===== src/rtl/crc_engine.sv =====
module crc_engine #(
  parameter int ADDR_W = 3
) (
  input  logic              clk,
  input  logic              rst_n,
  input  logic              reg_we,
  input  logic [ADDR_W-1:0] reg_addr,
  input  logic [7:0]        reg_wdata,
  output logic [7:0]        reg_rdata,
  input  logic              strm_valid,
  input  logic [7:0]        strm_byte,
  input  logic              strm_last,
  output logic              busy
);
  localparam logic [ADDR_W-1:0] A_CTRL = ADDR_W'(0);
  localparam logic [ADDR_W-1:0] A_STAT = ADDR_W'(1);
  localparam logic [ADDR_W-1:0] A_DIN  = ADDR_W'(2);
  localparam logic [ADDR_W-1:0] A_SUM0 = ADDR_W'(4);
  localparam logic [ADDR_W-1:0] A_SUM1 = ADDR_W'(5);
  localparam logic [ADDR_W-1:0] A_SUM2 = ADDR_W'(6);
  localparam logic [ADDR_W-1:0] A_SUM3 = ADDR_W'(7);
  localparam logic [31:0] POLY32 = 32'h04C1_1DB7;
  localparam logic [15:0] POLY16 = 16'h1021;

  logic        en_q, wide_q, src_q, busy_q, tail_q;
  logic [31:0] rem_q, rem_nxt, sum;

  function automatic logic [31:0] step32(input logic [31:0] r, input logic [7:0] d);
    logic [31:0] c;
    c = r;
    for (int i = 0; i < 8; i++)
      c = {c[30:0], 1'b0} ^ ((c[31] ^ d[i]) ? POLY32 : 32'h0);
    return c;
  endfunction

  function automatic logic [15:0] step16(input logic [15:0] r, input logic [7:0] d);
    logic [15:0] c;
    c = r;
    for (int i = 7; i >= 0; i--)
      c = {c[14:0], 1'b0} ^ ((c[15] ^ d[i]) ? POLY16 : 16'h0);
    return c;
  endfunction

  function automatic logic [31:0] rev32(input logic [31:0] v);
    logic [31:0] o;
    for (int i = 0; i < 32; i++) o[i] = v[31-i];
    return o;
  endfunction

  wire       ctrl_we = reg_we && reg_addr == A_CTRL;
  wire       din_we  = reg_we && reg_addr == A_DIN;
  wire       take_io = en_q && !src_q && din_we;
  wire       take_st = en_q && src_q && strm_valid;
  wire       take    = take_io || take_st;
  wire [7:0] in_byte = src_q ? strm_byte : reg_wdata;
  wire       preset  = ctrl_we && reg_wdata[3] && !en_q;

  assign rem_nxt = wide_q ? step32(rem_q, in_byte)
                          : {16'h0, step16(rem_q[15:0], in_byte)};
  assign sum     = wide_q ? ~rev32(rem_q) : {16'h0, rem_q[15:0]};
  assign busy    = busy_q;

  always_ff @(posedge clk or negedge rst_n) begin
    if (!rst_n) begin
      en_q   <= 1'b0;
      wide_q <= 1'b0;
      src_q  <= 1'b0;
    end else if (ctrl_we) begin
      en_q   <= reg_wdata[0];
      wide_q <= reg_wdata[1];
      src_q  <= reg_wdata[2];
    end
  end

  always_ff @(posedge clk or negedge rst_n) begin
    if (!rst_n)      rem_q <= '0;
    else if (preset) rem_q <= {32{reg_wdata[4]}};
    else if (take)   rem_q <= rem_nxt;
  end

  always_ff @(posedge clk or negedge rst_n) begin
    if (!rst_n) begin
      busy_q <= 1'b0;
      tail_q <= 1'b0;
    end else begin
      tail_q <= take_st && strm_last;
      if (take_st)     busy_q <= 1'b1;
      else if (tail_q) busy_q <= 1'b0;
    end
  end

  always_comb begin
    case (reg_addr)
      A_CTRL:  reg_rdata = {5'b0, src_q, wide_q, en_q};
      A_STAT:  reg_rdata = {7'b0, busy_q};
      A_SUM0:  reg_rdata = sum[7:0];
      A_SUM1:  reg_rdata = sum[15:8];
      A_SUM2:  reg_rdata = sum[23:16];
      A_SUM3:  reg_rdata = sum[31:24];
      default: reg_rdata = 8'h00;
    endcase
  end
endmodule



===== config.mk =====
export PLATFORM = sky130hd
export DESIGN_NAME = crc_engine
export DESIGN_NICKNAME = d
export VERILOG_FILES = /design/src/rtl/crc_engine.sv
export SDC_FILE = /design/constraint.sdc
export NUM_CORES = 1
export LEC_CHECK = 0
export ABC_AREA = 1
export BUFFER_PORTS_ARGS = -buffer_cell sky130_fd_sc_hd__buf_4
export CAP_MARGIN = 20
export CORE_ASPECT_RATIO = 1.2
export CORE_UTILIZATION = 55
export DETAILED_ROUTE_END_ITERATION = 12
export PLACE_DENSITY = 0.75
export SETUP_SLACK_MARGIN = 0.05
export SYNTH_ARGS = -nofsm -noshare
export SYNTH_HDL_FRONTEND = slang
export SYNTH_SLANG_ARGS = --single-unit

===== constraint.sdc =====
create_clock -name clk -period 1.9 [get_ports clk]
set_input_delay 0.38 -clock clk [delete_from_list [all_inputs] [get_ports clk]]
set_output_delay 0.38 -clock clk [all_outputs]
set_load 0.01 [all_outputs]

==> results.py, run 1 <==
metrics = {
    "die": {
        "start_util_pct": 56.91,
        "die_x_um": 76.33,
        "die_h_um": 91.19,
        "row_count": 32,
        "ioPinCount": 33,
    },
    "placed_design": {
        "hpwl_mm": 10.45,
        "numPortBuffers": 32,
        "dp_slack_ns": -0.1829,
        "place_congestion": 1.034,
    },
    "synthesis": {
        "synth_largest_area_cell": "dfrtp_1",
        "synth.top_cell.area_share_pct": 25.39,
        "ys_top_cells_by_area": "dfrtp_1 25%, nand2_1 19%, nand3_1 6.3%, xor2_1 5.3%, a21oi_1 5.2%",
        "synth-edff-count": 0,
        "synth_cells": 563,
        "yosysSeqAreaShare_pct": 25.39,
        "yosys-top-cells-count": "181 x nand2_1, 46 x inv_1, 46 x nand3_1",
        "synth_seq_cells": 37,
        "syn_nets": 587,
        "syn-mean-instance-area_um2": 6.476,
        "synth_most_common_cell": "nand2_1",
        "synthArstFlopShare_pct": 100.0,
        "netlist-cell-type-count": 38,
        "yosysWarningCount": 0,
        "synth_flop_cell": "dfrtp_1",
        "syn-cell-area_mm2": 0.003646,
    },
    "status": {
        "lastStage": "5_1_grt",
        "first-error": "[ERROR DPL-0038] Utilization greater than 100%, impossible to legalize",
        "status": "aborted with a tool error",
    },
    "sta": {
        "worstEpCategory": "register data pin",
        "grt-worst-endpoint": "rem_q[4]$_DFFE_PN0P_/D",
    },
    "clocking": {
        "cts-htree-levels": 2,
        "cts_buffers": 5,
        "clk_path_buf_depth": 2,
        "cts_root_buffer": "clkbuf_8",
        "clkSinkCount": 37,
    },
    "grt": {
        "grt_max_degree": 38,
    },
}
## cell families after synthesis
family,Yosys count,share of synthesized area (%)
AND/OR/NAND/NOR,303,36.62
AO/OA/AOI/OAI,110,17.50
buffers and inverters,70,8.648
XOR/XNOR,42,11.53
flip-flops,37,25.39
multiplexers,1,0.3088
## stage by stage
step	hold WS (ns)	cell area, µm²	util [%]	setup TNS, ns	std cells
2_1_floorplan	0.08441	3646	-	0	563
3_3_place_gp	0.3834	4502	70.27	-1.147	743
3_5_place_dp	0.3872	4502	70.27	-2.453	743
4_1_cts	0.06666	5588	87.23	-0.3256	776
## repair_timing
item,CTS
gates cloned,4
resized for setup,195
pin swaps,80
setup endpoints to repair,33
buffers inserted,23
endpoints found under the hold margin,0
hold buffers,0
==> run 2, diff against run 1 <==
CORE_ASPECT_RATIO = unset   (was 1.2)
CORE_UTILIZATION = 40   (was 55)
PLACE_DENSITY = unset   (was 0.75)
PLACE_DENSITY_LB_ADDON = 0.15   (was unset)
SETUP_SLACK_MARGIN = unset   (was 0.05)
clock period = 2.5 ns   (was 1.9 ns; I/O delays follow)
==> run 2 against run 1 <==
Compared with the run above: the flow now finishes without violations; area after synthesis stayed put; synthesized cell count stayed put.
==> results.py, run 2 <==
metrics = {
    "routing": {
        "routedWlPerCell_um": 18.63,
        "first_iter_violations": 409,
        "vias": 4031,
        "detail-route-antenna-nets": 0,
        "viasPerCell": 5.685,
        "firstDrtPassIters": 5,
        "drc": 0,
        "routed_wl_mm": 13.21,
    },
    "synthesis": {
        "yosysSeqAreaShare_pct": 25.39,
        "syn-mean-instance-area_um2": 6.476,
        "synthArstFlopShare_pct": 100.0,
        "synth.top_cell.area_share_pct": 25.39,
        "synth_seq_cells": 37,
        "syn-cell-area_mm2": 0.003646,
        "synth_most_common_cell": "nand2_1",
        "synth_largest_area_cell": "dfrtp_1",
        "syn_nets": 587,
        "synth_flop_cell": "dfrtp_1",
        "yosysWarningCount": 0,
        "synth_cells": 563,
        "yosys-top-cells-count": "181 x nand2_1, 46 x inv_1, 46 x nand3_1",
        "ys_top_cells_by_area": "dfrtp_1 25%, nand2_1 19%, nand3_1 6.3%, xor2_1 5.3%, a21oi_1 5.2%",
        "netlist-cell-type-count": 38,
        "synth-edff-count": 0,
    },
    "clocking": {
        "cts_hold_buf": 0,
        "clk_pin_slew_worst_paths_ns": 0.08,
        "clkSinkCount": 37,
        "post_cts_buffers": 0,
        "cts-htree-levels": 2,
        "cts_buffers": 5,
        "tritoncts": "built",
        "clk_path_buf_depth": 2,
        "ctsResizeCount": 0,
        "worstSkewPairLatency_ns": 0.30,
        "cts_root_buffer": "clkbuf_8",
    },
    "worst_setup_path": {
        "reg2reg_slack_ns": 0.27,
        "regToRegStartpoint": "src_q",
        "endpoint": "reg_rdata[1]",
        "crit_type": "input pin to primary output",
        "rr_endpoint": "rem_q[11]",
        "path_max_fanout": 7,
        "arrival_ns": 1.88,
        "worstPathRequired_ns": 2.00,
        "end_kind": "primary output",
        "ff2ff_path_depth": 15,
        "crit_path_start_kind": "input pin",
        "startpoint": "reg_addr[0]",
    },
    "sta": {
        "slew_violations": 0,
        "min_period_ns": 2.382,
        "fin_tns_setup_ns": 0,
        "hold_viol": 0,
        "setup_viol": 0,
        "rsz0062_at_grt": "no",
        "skew_ns": 0.005179,
        "slew_headroom_pct": 62.61,
        "finalCritPeriodShare_pct": 95.27,
        "timing.fmax_mhz": 419.9,
        "worstMarginPinSlew_ns": 0.5602,
        "worst_slack_ns": 0.1183,
    },
    "grt": {
        "grt_max_degree": 44,
        "antenna_found_initial": 0,
        "grt_use_met3_pct": 3.165,
        "grt.total_usage_pct": 28.62,
        "met2_usage_pct": 45.35,
        "first_global_vias": 3745,
        "grt_busiest_layer": "met2",
        "overflow": 0,
        "grt_pass1_wl_mm": 20.91,
        "use_met1_pct": 40.86,
    },
    "placed_design": {
        "place_area_mm2": 0.004030,
        "hpwl_mm": 10.39,
        "place_congestion": 0.9901,
        "dp_slack_ns": 0.1731,
        "numPortBuffers": 32,
    },
    "final_layout": {
        "largest_reg_flops": 32,
        "seqCellArea_um2": 925.9,
        "layout_common_cells": "180 x nand2_1, 46 x inv_1, 46 x nand3_1, 46 x buf_4, 41 x nor2_1",
        "diodes": 0,
        "nFillCells": 927,
        "mostFrequentLayoutCell": "nand2_1",
        "final_nets": 624,
        "drive_gt1_share_pct": 16.97,
        "syn2layout_area_growth_pct": 13.01,
        "final_area_mm2": 0.004120,
        "multiInputGateArea_mm2": 0.002412,
        "top_register": "rem_q",
        "final_util_pct": 47.02,
    },
    "power": {
        "p_leak_nw": 2.112,
        "ir_drop_mv": 0.5068,
        "power.density_mw_per_mm2": 1476,
    },
    "die": {
        "start_util_pct": 41.60,
        "ioPinCount": 33,
        "row_count": 34,
        "die_h_um": 97.47,
        "dieArea_mm2": 0.009500,
        "die_x_um": 97.47,
        "core_mm2": 0.008763,
    },
    "min_path": {
        "hp-class": "input pin to async pin",
    },
    "status": {
        "status": "finished, final reports clean",
    },
    "flow_run": {
        "maxCapViolCount": 0,
    },
}
run 2: cell counts after synthesis:
Identical to the previous run, type by type.
run 2: cells by family after synthesis:
kind of cell,Yosys count,synth area share [%]
flops,37,25.39
xor+xnor,42,11.53
simple gates,303,36.62
buf+inv,70,8.648
mux,1,0.3088
compound gates,110,17.50
run 2: worst max-delay path, stage by stage:
cell and delay [ns]:
buf_4 0.12, nor2_1 0.16, inv_2 0.08, nor2_1 0.17
inv_1 0.17, o22ai_1 0.18, a21oi_1 0.06, a211oi_1 0.27
buf_4 0.18
run 2: final cells by class:
class | count | share of cell area (%)
multi-input cells | 456 | 58.55
inverters | 53 | 4.828
clock inverters | 2 | 0.2429
flip-flops and latches | 37 | 22.47
repair buffers | 47 | 8.867
clock buffers | 6 | 1.761
well taps | 108 | 3.280
run 2: stage by stage:
step	power, mW	instances	hold WS [ns]
3_5_place_dp	5.564	701	0.4287
6_report	6.081	709	0.1660
5_1_grt	6.615	709	0.2131
4_1_cts	6.005	709	0.1920
2_1_floorplan	4.293	563	0.2044
3_3_place_gp	5.518	701	0.4148
run 2: how the worst min path moves through the flow:
stage	end	from	slack (ns)
3_3_place_gp	busy	tail_q	0.41
6_report	src_q	rst_n	0.17
3_5_place_dp	busy	tail_q	0.43
4_1_cts	rem_q[13]	rst_n	0.19
5_1_grt	src_q	rst_n	0.21
2_1_floorplan	busy	rst_n	0.20
run 2: routing by layer:
metal / wire, µm / share of wire (%)
met2: 5838 / 44
met5: 0 / 0
met3: 962 / 7.3
met1: 6013 / 46
met4: 394 / 3.0
run 2: where the power goes:
part           switching, mW  total [mW]  internal [mW]  leakage, nW
clock network          0.236       0.429          0.194       0.0450
logic                   2.78        4.34           1.55         1.66
registers              0.447        1.32          0.868        0.411
No activity file was read; power rests on OpenSTA's default activity.
==> run 3, diff against run 2 <==
SETUP_SLACK_MARGIN = 0.3   (was unset)
==> run 3 against run 2 <==
Compared with the run above: routed wire length grew 2.6%; sequential share of layout area decreased by 1.1 points; non-clock buffer count grew 7; sequential power hardly changed; maximum frequency grew 9.4%; global-route usage about the same; sequential cell count unchanged; hold slack better by 0.0075 ns; first-iteration DRC count is 0.49% lower; worst setup slack better by 0.20 ns; clock-buffer cell count is the same; critical path type unchanged; critical endpoint unchanged.
==> results.py, run 3 (synthesized netlist as in run 2, its figures left out) <==
metrics = {
    "final_layout": {
        "final_nets": 631,
        "top_register": "rem_q",
        "nFillCells": 908,
        "final_util_pct": 49.54,
        "diodes": 0,
        "largest_reg_flops": 32,
        "syn2layout_area_growth_pct": 19.08,
        "drive_gt1_share_pct": 22.53,
        "mostFrequentLayoutCell": "nand2_1",
        "layout_common_cells": "172 x nand2_1, 49 x buf_4, 46 x nand3_1",
        "seqCellArea_um2": 927.1,
        "multiInputGateArea_mm2": 0.002545,
    },
    "routing": {
        "vias": 4057,
        "routed_wl_mm": 13.55,
        "detail-route-antenna-nets": 0,
        "first_iter_violations": 407,
        "routedWlPerCell_um": 18.92,
        "firstDrtPassIters": 8,
        "drc": 0,
        "viasPerCell": 5.666,
    },
    "worst_setup_path": {
        "end_kind": "primary output",
        "rr_endpoint": "rem_q[13]",
        "worstPathRequired_ns": 2.00,
        "crit_path_start_kind": "input pin",
        "ff2ff_path_depth": 16,
        "reg2reg_slack_ns": 0.37,
        "regToRegStartpoint": "src_q",
        "crit_type": "input pin to primary output",
        "arrival_ns": 1.68,
        "path_max_fanout": 7,
    },
    "grt": {
        "first_global_vias": 3741,
        "grt_max_degree": 44,
        "overflow": 0,
        "antenna_found_initial": 0,
        "grt_busiest_layer": "met2",
        "met2_usage_pct": 45.19,
        "grt.total_usage_pct": 28.67,
        "grt_pass1_wl_mm": 20.90,
        "use_met1_pct": 41.13,
        "grt_use_met3_pct": 3.165,
    },
    "die": {
        "row_count": 34,
        "ioPinCount": 33,
        "dieArea_mm2": 0.009500,
        "die_x_um": 97.47,
        "core_mm2": 0.008763,
        "die_h_um": 97.47,
        "start_util_pct": 41.60,
    },
    "sta": {
        "setup_viol": 0,
        "min_period_ns": 2.177,
        "fin_tns_setup_ns": 0,
        "skew_ns": 0.01042,
        "hold_viol": 0,
        "slew_violations": 0,
        "slew_headroom_pct": 61.47,
        "worstMarginPinSlew_ns": 0.5773,
        "timing.fmax_mhz": 459.4,
        "fin_hold_ws_ns": 0.1735,
        "rsz0062_at_grt": "yes",
        "finalCritPeriodShare_pct": 87.07,
    },
    "clocking": {
        "clk_path_buf_depth": 2,
        "worstSkewPairLatency_ns": 0.30,
        "cts-htree-levels": 2,
        "tritoncts": "built",
        "cts_hold_buf": 0,
        "cts_root_buffer": "clkbuf_8",
        "clkSinkCount": 37,
        "cts_buffers": 5,
        "clk_pin_slew_worst_paths_ns": 0.08,
    },
    "flow_run": {
        "maxCapViolCount": 0,
    },
    "status": {
        "status": "finished, final reports clean",
    },
    "power": {
        "p_leak_nw": 2.181,
        "ir_drop_mv": 0.5392,
        "power.density_mw_per_mm2": 1459,
    },
    "min_path": {
        "hp-class": "input pin to async pin",
    },
    "placed_design": {
        "hpwl_mm": 10.39,
        "numPortBuffers": 32,
        "place_congestion": 0.9901,
    },
}
run 3: what timing repair did:
action / 4_1_cts / 5_1_grt
cloned: 0 / 1
buffers inserted: 0 / 6
gates resized for setup: 6 / 41
pin swaps: 0 / 2
setup endpoints to repair: 13 / 21
run 3: worst max path at each step:
stage                     start      endpoint  slack [ns]  cells after the start
floorplan           reg_addr[0]  reg_rdata[1]        0.49                      7
global placement    reg_addr[0]  reg_rdata[1]        0.18                      9
detailed placement  reg_addr[0]  reg_rdata[1]        0.17                      9
CTS                 reg_addr[1]  reg_rdata[1]        0.25                     10
global route        reg_addr[1]  reg_rdata[1]        0.23                     10
finish              reg_addr[2]  reg_rdata[1]        0.32                      8
run 3: area by class of cell:
type | count | area share, %
clock buffers | 6 | 1.671
clock inverters | 2 | 0.2305
inverters | 53 | 4.726
multi-input cells | 456 | 58.62
flip-flops and latches | 37 | 21.35
well taps | 108 | 3.112
repair buffers | 54 | 10.29
run 3: worst max-delay path, cell delays in order:
cell,delay (ns)
buf_4,0.14
clkinvlp_4,0.15
nor2_2,0.19
inv_2,0.11
o22ai_1,0.16
a21oi_1,0.07
a211oi_2,0.20
buf_4,0.15
run 3: power by group:
group | internal (mW) | total [mW] | switching, mW
clock network | 0.194 | 0.429 | 0.235
registers | 0.869 | 1.33 | 0.461
logic | 1.70 | 4.58 | 2.88
run 3: metrics by stage:
| step | cell area, µm² | setup WS [ns] | power [mW] | std cells |
|---|---|---|---|---|
| global placement | 4030 | 0.1762 | 5.518 | 701 |
| detailed placement | 4030 | 0.1731 | 5.564 | 701 |
| finish | 4342 | 0.3231 | 6.335 | 716 |
| CTS | 4123 | 0.2519 | 6.012 | 709 |
| global route | 4342 | 0.2291 | 6.877 | 716 |
| floorplan | 3646 | 0.4941 | 4.293 | 563 |
run 3: layer usage:
| layer | vias up | wire [µm] |
|---|---|---|
| met2 | 215 | 5925 |
| li1 | 1921 | - |
| met1 | 1882 | 6031 |
| met5 | - | 0 |
| met4 | 0 | 463 |
| met3 | 39 | 1129 |
==> run 4, diff against run 3 <==
RECOVER_POWER = 25   (was unset)
SLEW_MARGIN = 20   (was unset)
clock period = 2.4 ns   (was 2.5 ns; I/O delays follow)
==> run 4 against run 3 <==
Compared with the run above: routed wire length up 8.8%; critical path depth down 2; clock skew about the same; via count up 6.6%; final cell count up 4.7%.
==> results.py, run 4 (synthesized netlist as in run 2, its figures left out) <==
metrics = {
    "sta": {
        "slew_violations": 0,
        "slew_headroom_pct": 32.00,
        "hold_viol": 0,
        "worstMarginPinSlew_ns": 1.020,
        "worst_slack_ns": 0.2180,
        "finalCritPeriodShare_pct": 90.92,
        "rsz0062_at_grt": "yes",
        "skew_ns": 0.01081,
        "fin_tns_setup_ns": 0,
        "timing.fmax_mhz": 458.3,
        "setup_viol": 0,
        "min_period_ns": 2.182,
    },
    "worst_setup_path": {
        "end_kind": "primary output",
        "rr_endpoint": "rem_q[8]",
        "regToRegStartpoint": "src_q",
        "path_cells": "buf_12 > nor2_1 > a211oi_1 > a21oi_1 > o21ai_0 > buf_4",
        "reg2reg_slack_ns": 0.25,
        "crit_path_start_kind": "flop",
        "worstPathRequired_ns": 1.92,
        "ff2ff_path_depth": 13,
        "crit_type": "flop to primary output",
        "cpPeakStageDelay_ns": 0.50,
        "slowest_stage": "dfrtp_2",
        "path_max_fanout": 16,
        "arrival_ns": 1.70,
        "startpoint": "wide_q",
    },
    "die": {
        "start_util_pct": 41.60,
        "die_x_um": 97.47,
        "row_count": 34,
        "ioPinCount": 33,
        "dieArea_mm2": 0.009500,
        "core_mm2": 0.008763,
        "die_h_um": 97.47,
    },
    "grt": {
        "grt.total_usage_pct": 28.84,
        "grt_max_degree": 38,
        "antenna_found_initial": 0,
        "grt_pass1_wl_mm": 20.84,
        "overflow": 0,
        "first_global_vias": 3760,
    },
    "flow_run": {
        "maxCapViolCount": 0,
    },
    "clocking": {
        "cts_hold_buf": 0,
        "worstSkewPairLatency_ns": 0.31,
        "clk_pin_slew_worst_paths_ns": 0.09,
        "clkSinkCount": 37,
        "cts_root_buffer": "clkbuf_8",
        "clk_path_buf_depth": 2,
        "tritoncts": "built",
        "cts_buffers": 5,
        "cts-htree-levels": 2,
    },
    "power": {
        "power.density_mw_per_mm2": 1555,
        "p_leak_nw": 2.482,
        "clockPowerShare_pct": 6.2,
        "ir_drop_mv": 0.5063,
        "pwr-share-seq_pct": 18.2,
        "share_comb_of_total_power_pct": 75.6,
        "cell_internal_pwr_mw": 3.502,
        "power.total_mw": 7.797,
        "switchingPower_mw": 4.296,
        "p_sw_share_pct": 55.09,
    },
    "final_layout": {
        "layout_common_cells": "143 x nand2_1, 70 x buf_4, 41 x nand2_2",
        "largest_reg_flops": 32,
        "top_register": "rem_q",
        "diodes": 0,
        "syn2layout_area_growth_pct": 37.51,
        "fin_cells": 750,
        "final_nets": 665,
        "drive_gt1_share_pct": 36.14,
        "final_util_pct": 57.21,
        "nFillCells": 801,
        "mostFrequentLayoutCell": "nand2_1",
    },
    "routing": {
        "routed_wl_mm": 14.74,
        "viasPerCell": 5.768,
        "detail-route-antenna-nets": 0,
        "drc": 0,
        "vias": 4326,
        "routedWlPerCell_um": 19.66,
        "firstDrtPassIters": 7,
        "first_iter_violations": 436,
    },
    "placed_design": {
        "dp_slack_ns": 0.08799,
        "place_congestion": 0.9381,
        "hpwl_mm": 10.45,
        "placed_cells_incl_taps": 703,
        "numPortBuffers": 32,
    },
    "status": {
        "status": "finished, final reports clean",
    },
    "min_path": {
        "hp-class": "input pin to async pin",
    },
}
-- run 4: cell types whose count changed in the layout (fill, tap and decap cells not counted), sizes merged --
cell / change
inv: +1
buf: +31
nand2: +1
clkinvlp: +2
clkinv: -1
-- run 4: per-stage QoR --
stage          hold slack [ns]  instance area, µm²
3_3_place_gp            0.4139                4058
6_report                0.3277                5014
2_1_floorplan           0.1844                3646
5_1_grt                 0.3897                5014
3_5_place_dp            0.4253                4058
4_1_cts                 0.1633                4202
-- run 4: final cells by class --
cell class	count	area, µm²	area share [%]
Timing Repair inverter	1	7.507	0.1497
Inverter	53	215.2	4.292
Clock inverter	3	21.27	0.4243
Multi-Input combinational cell	457	2872	57.27
Timing Repair Buffer	86	765.7	15.27
Clock buffer	5	68.82	1.373
Tap cell	108	135.1	2.695
Sequential cell	37	928.4	18.52
-- run 4: power groups by stage --
stage	clock network (mW)	logic, mW	registers (mW)
final	0.485	5.89	1.42
after global routing	0.512	6.37	1.44
after CTS	0.486	4.52	1.35
after detailed placement	0	4.46	1.36
after global placement	0	4.43	1.37
after floorplan	0	3.31	1.16
-- run 4: worst max path at each step --
stage,cells past startpoint,end,slack (ns)
2_1_floorplan,7,reg_rdata[1],0.43
3_3_place_gp,9,reg_rdata[1],0.11
3_5_place_dp,8,reg_rdata[6],0.09
4_1_cts,5,reg_rdata[2],0.26
5_1_grt,6,reg_rdata[7],0.16
6_report,6,reg_rdata[3],0.22
-- run 4: what timing repair did --
action,4_1_cts,5_1_grt
pin swaps,0,36
endpoints found under the setup margin,15,25
cloned,0,3
gates resized for setup,18,125
setup buffers,1,35
-- run 4: layer usage --
layer	routed length (µm)	global-route usage [%]
met3	1389	4.820
met2	6772	45.94
met5	0	0
met4	546	9.502
met1	6033	39.65
-- run 4: critical path: cells and delay by family (launching register included) --
family	cells	cell delay, ns
compound gates	3	0.50
buf+inv	2	0.33
flops	1	0.50
simple gates	1	0.06
